### src/rtl/sdlc_ser_pkg.sv
package sdlc_ser_pkg;
   typedef enum logic {
      UNIT_IDLE = 1'b0,
      UNIT_DATA = 1'b1
   } unit_e;

   localparam logic [1:0] LEN_MARKED = 2'b00;
endpackage

### src/rtl/sdlc_char_fmt.sv
module sdlc_char_fmt #(
   parameter int DATA_W  = 8,
   parameter int MIN_LEN = 5,
   parameter int LEN_W   = 2,
   localparam int CNT_W  = $clog2(DATA_W + 2)
) (
   input  logic [DATA_W-1:0] raw,
   input  logic [LEN_W-1:0]  len_code,
   output logic [CNT_W-1:0]  nbits,
   output logic [DATA_W-1:0] payload
);
   import sdlc_ser_pkg::*;

   localparam int MARK_CAP = MIN_LEN - 1;

   if (MIN_LEN + (1 << LEN_W) - 1 != DATA_W) begin : g_len_check
      $error("sdlc_char_fmt: length codes must span MIN_LEN..DATA_W");
   end
   if (MIN_LEN < 2) begin : g_min_check
      $error("sdlc_char_fmt: MIN_LEN too small");
   end

   logic [CNT_W-1:0] lead;
   logic             stop;

   // count marker ones from the top bit down to the first zero
   always_comb begin
      lead = '0;
      stop = 1'b0;
      for (int i = DATA_W - 1; i >= 0; i--) begin
         if (!stop) begin
            if (raw[i] && (lead < CNT_W'(MARK_CAP))) lead = lead + 1'b1;
            else stop = 1'b1;
         end
      end
   end

   always_comb begin
      if (len_code == LEN_W'(LEN_MARKED))
         nbits = CNT_W'(MIN_LEN) - lead;
      else
         nbits = CNT_W'(MIN_LEN) + CNT_W'(len_code);
   end

   for (genvar g = 0; g < DATA_W; g++) begin : g_mask
      assign payload[g] = raw[g] & (CNT_W'(g) < nbits);
   end
endmodule

### src/rtl/sdlc_par_gen.sv
module sdlc_par_gen #(
   parameter int DATA_W = 8,
   parameter bit TREE   = 1'b1
) (
   input  logic [DATA_W-1:0] bits,
   input  logic              odd,
   output logic              par
);
   logic sum;

   if (TREE) begin : g_tree
      assign sum = ^bits;
   end else begin : g_ripple
      logic [DATA_W:0] chain;
      assign chain[0] = 1'b0;
      for (genvar g = 0; g < DATA_W; g++) begin : g_link
         assign chain[g+1] = chain[g] ^ bits[g];
      end
      assign sum = chain[DATA_W];
   end

   assign par = sum ^ odd;
endmodule

### src/rtl/sdlc_tx_serializer.sv
module sdlc_tx_serializer #(
   parameter int          DATA_W   = 8,
   parameter int          MIN_LEN  = 5,
   parameter int          LEN_W    = 2,
   parameter logic [7:0]  FLAG     = 8'h7E,
   parameter bit          PAR_TREE = 1'b1
) (
   input  logic              clk,
   input  logic              rst_n,
   input  logic              bit_en,
   input  logic [DATA_W-1:0] tx_data,
   input  logic              tx_valid,
   output logic              tx_ready,
   input  logic [LEN_W-1:0]  len_code,
   input  logic              par_en,
   input  logic              par_odd,
   input  logic              idle_flag,
   output logic              txd,
   output logic              busy
);
   import sdlc_ser_pkg::*;

   localparam int SR_W    = DATA_W + 1;
   localparam int CNT_W   = $clog2(DATA_W + 2);
   localparam int GROUP_W = 8;

   if (DATA_W != GROUP_W) begin : g_width_check
      $error("sdlc_tx_serializer: idle group and character width must match");
   end

   logic [SR_W-1:0]   sreg;
   logic [CNT_W-1:0]  cnt;
   unit_e             unit;
   logic [CNT_W-1:0]  nbits;
   logic [DATA_W-1:0] payload;
   logic              par_bit;
   logic [SR_W-1:0]   char_frame;
   logic [SR_W-1:0]   idle_frame;
   logic              at_end;
   logic              take;

   sdlc_char_fmt #(.DATA_W(DATA_W), .MIN_LEN(MIN_LEN), .LEN_W(LEN_W)) u_fmt (
      .raw      (tx_data),
      .len_code (len_code),
      .nbits    (nbits),
      .payload  (payload)
   );

   sdlc_par_gen #(.DATA_W(DATA_W), .TREE(PAR_TREE)) u_par (
      .bits (payload),
      .odd  (par_odd),
      .par  (par_bit)
   );

   // data bits, then optional parity, rest padded with mark
   for (genvar g = 0; g < SR_W; g++) begin : g_frame
      if (g < DATA_W) begin : g_data
         assign char_frame[g] = (CNT_W'(g) < nbits) ? payload[g] :
                                (CNT_W'(g) == nbits) ? (par_en ? par_bit : 1'b1) : 1'b1;
      end else begin : g_top
         assign char_frame[g] = (CNT_W'(g) == nbits) ? (par_en ? par_bit : 1'b1) : 1'b1;
      end
   end

   assign idle_frame = {1'b1, (idle_flag ? FLAG : 8'hFF)};
   assign at_end     = (cnt == CNT_W'(1));
   assign take       = bit_en && at_end && tx_valid;

   always_ff @(posedge clk) begin
      if (!rst_n) begin
         sreg <= '1;
         cnt  <= CNT_W'(1);
         unit <= UNIT_IDLE;
      end else if (bit_en) begin
         if (at_end) begin
            if (tx_valid) begin
               sreg <= char_frame;
               cnt  <= nbits + CNT_W'(par_en);
               unit <= UNIT_DATA;
            end else begin
               sreg <= idle_frame;
               cnt  <= CNT_W'(GROUP_W);
               unit <= UNIT_IDLE;
            end
         end else begin
            sreg <= {1'b1, sreg[SR_W-1:1]};
            cnt  <= cnt - 1'b1;
         end
      end
   end

   assign txd      = sreg[0];
   assign tx_ready = at_end;
   assign busy     = (unit == UNIT_DATA);

   // line holds between bit enables
   p_txd_hold_r2: assert property (@(posedge clk) disable iff (!rst_n)
      !bit_en |=> $stable(txd));

   // ready moves only on bit enables
   p_ready_hold_r6: assert property (@(posedge clk) disable iff (!rst_n)
      !bit_en |=> $stable(tx_ready));

   // an accepted character makes the block busy
   p_accept_busy_r9: assert property (@(posedge clk) disable iff (!rst_n)
      take |=> busy);

   // no offer at a boundary starts an eight-bit idle unit
   p_idle_unit_r7: assert property (@(posedge clk) disable iff (!rst_n)
      (bit_en && tx_ready && !tx_valid) |=> (!busy && !tx_ready));

   // loaded unit length lies within one to DATA_W+1 bits
   p_len_range_r3: assert property (@(posedge clk) disable iff (!rst_n)
      take |=> (cnt >= CNT_W'(1) && cnt <= CNT_W'(SR_W)));
endmodule

### config.mk
export PLATFORM = sky130hd
export DESIGN_NAME = sdlc_tx_serializer
export DESIGN_NICKNAME = d
export VERILOG_FILES = /design/src/rtl/sdlc_ser_pkg.sv /design/src/rtl/sdlc_char_fmt.sv /design/src/rtl/sdlc_par_gen.sv /design/src/rtl/sdlc_tx_serializer.sv
export SDC_FILE = /design/constraint.sdc
export NUM_CORES = 1
export LEC_CHECK = 0
export CORE_MARGIN = 5
export CORE_UTILIZATION = 45
export DETAILED_ROUTE_END_ITERATION = 6
export PLACE_DENSITY_LB_ADDON = 0.08
export SLEW_MARGIN = 20
export SYNTH_ARGS = -nofsm -noshare
export SYNTH_HDL_FRONTEND = slang
export SYNTH_SLANG_ARGS = --single-unit
### constraint.sdc
create_clock -name clk -period 9.8 [get_ports clk]
set_clock_uncertainty 0.05 [all_clocks]
set_input_delay 1.96 -clock clk [delete_from_list [all_inputs] [get_ports clk]]
set_output_delay 1.96 -clock clk [all_outputs]
set_load 0.05 [all_outputs]
==> reports/results.ini <==
[sta]
rsz0062_at_grt=no
min_period_ns=8.95
finalSetupTns_ns=0
slew_headroom=0.407
whs_ns=0.422
finalSetupViolCount=0
fmax_mhz=112
worstMarginPinSlew_ns=0.886
hold_viol_final=0
finalCritPeriodShare=0.913
slew_viol_final=0
setup_ws_ns=0.854

[worst_setup_path]
crit_type=in -> reg
worstPathArrival_ns=9.06
start_kind=primary input
reg2reg_depth=8
critPathRequiredTime_ns=9.91
max_stage_delay_ns=0.69
worstSetupEndpointType=register
cp_max_fo=11
slowest_stage=clkdlybuf4s50_1
crit_path_frequent_cell=ha_1

[min_path]
holdPathStages=2
hold_path.class=reg -> reg

[floorplan]
core_area_um2=3690
dieArea_um2=5150
die_w_um=71.8
rows=22
initial_utilization=0.466
fp.dieH_um=71.8
io_pins=20

[synth]
synthFlopType=dfxtp_1
synth_cells=238
seq_area_frac_synth=0.163
async_flop_share=0
postSynthAreaPerCell_um2=7.22
synth_common_cells=nand2_1, nor2_1, nand3_1, o21ai_0
synth_area_leaders=dfxtp_1, ha_1, nand2_1
ys_seq_elements=14
syn-num-nets=269
synth.distinct_cells=58
synthesis.area_um2=1720
synth_largest_area_cell=dfxtp_1
yosys.cell_count.top_type=nand2_1
synth_edf_count=0
yosys_warnings=0
synth.top_cell.area_share=0.163

[clocking]
clk_pin_slew_worst_paths_ns=0.06
cts_tree=built
clkLatencyLatePin_ns=0.24
cts_buffers=3
cts_root_buf=clkbuf_8
ctsLongestPathBuffers=2
cts-resized-gates=0
ctsHoldBuffers=0
h-tree-depth=1
post_cts_buffers=0
cts.sinks=14

[job]
cap_violations=0

[route]
ant_nets=0
avgRoutedWirePerCell_um=14.2
vias=1753
first_iter_violations=145
postRouteWirelength_mm=4.22
viasPerCell=5.88
drcViolationCount=0
dr.pass1.iters=5

[global_routing]
first_global_vias=1533
gr-total-overflow=0
grt_usage=0.167
grt_pass1_wl_mm=7.05
grt_max_degree=31
antenna_found_initial=0

[placed_design]
io_buffers=19
dp_slack_ns=0.638
place.gp.congestion=0.868
place_hpwl_mm=3.24

[pwr]
p_per_area_nw_per_um2=110
peakVddDrop_uv=76.7
power.leakage_nw=0.791

[finish]
syn2layout_area_growth_pct=15.4
nets=282
fillers=374
antenna_cells=0
drive_above_1_share=0.0600

[outcome]
outcome=complete, no violations

==> where the power goes <==
group          total (mW)  switching [mW]  internal [mW]
registers          0.0651         0.00311         0.0619
clock network      0.0555          0.0199         0.0356
logic              0.0986          0.0598         0.0387
total               0.219          0.0829          0.136
==> cells by family after synthesis <==
family,Yosys count,synth area share
buf+inv,27,0.0648
fa+ha+maj,14,0.102
simple gates,101,0.323
xor+xnor,9,0.0459
compound gates,70,0.283
mux,3,0.0182
flops,14,0.163
==> worst paths after layout <==
check,start,end,slack (ns)
max,tx_data[6],sreg[4],0.85
min reg2reg,sreg[5],sreg[5],0.42
min,sreg[5],sreg[5],0.42
max reg2reg,cnt[1],sreg[1],7.68
==> per-stage QoR <==
step | instance area [um2] | utilization | power [mW] | instances
floorplan | 1720 | - | 0.138 | 238
global placement | 1930 | 0.523 | 0.164 | 294
detailed placement | 1930 | 0.523 | 0.164 | 294
CTS | 1980 | 0.538 | 0.222 | 298
global route | 1980 | 0.538 | 0.237 | 298
finish | 1980 | 0.538 | 0.219 | 298
==> layout by cell type (no fill, tap or decap), types with 3 or more instances in the layout <==
| cell type | instances |
|---|---|
| nand2_1 | 24 |
| clkdlybuf4s50_1 | 19 |
| nor2_1 | 16 |
| nand3_1 | 15 |
| o21ai_0 | 15 |
| ha_1 | 14 |
| dfxtp_1 | 14 |
| inv_1 | 13 |
| a21oi_1 | 12 |
| nand2b_1 | 9 |
| a31oi_1 | 7 |
| xnor2_1 | 7 |
| nor4_1 | 6 |
| o211ai_1 | 5 |
| nor2b_1 | 4 |
| o221ai_1 | 4 |
| clkbuf_8 | 4 |
| a21boi_0 | 3 |
| nor4b_1 | 3 |
| nor3_1 | 3 |
| buf_4 | 3 |
==> cell type report <==
cell class / instances / area, um2 / share of cell area
Clock buffer: 4 / 55.1 / 0.0278
Tap cell: 48 / 60.1 / 0.0303
Inverter: 13 / 48.8 / 0.0246
Timing Repair Buffer: 22 / 213 / 0.107
Multi-Input combinational cell: 197 / 1330 / 0.669
Sequential cell: 14 / 280 / 0.141
==> worst max-delay path: cells and delay by family <==
family,cells,cell delay (ns)
AOI/OAI and AO/OA,7,1.30
xor gates and xnor gates,2,0.69
adders and majority gates,6,1.72
buffers and inverters,2,0.84
muxes,3,0.58
and+or+nand+nor,9,1.94
==> routing by layer <==
metal	wire length, um	global-route usage
met1	2130	0.241
met2	1850	0.256
met3	182	0.0295
met4	65	0.0376
met5	0	0
==> flip-flops by register name, summed over array words and instances, names as in the netlist <==
signal / cells
cnt: 4
sreg: 9
busy: 1
(Power assumes the default switching activity.)
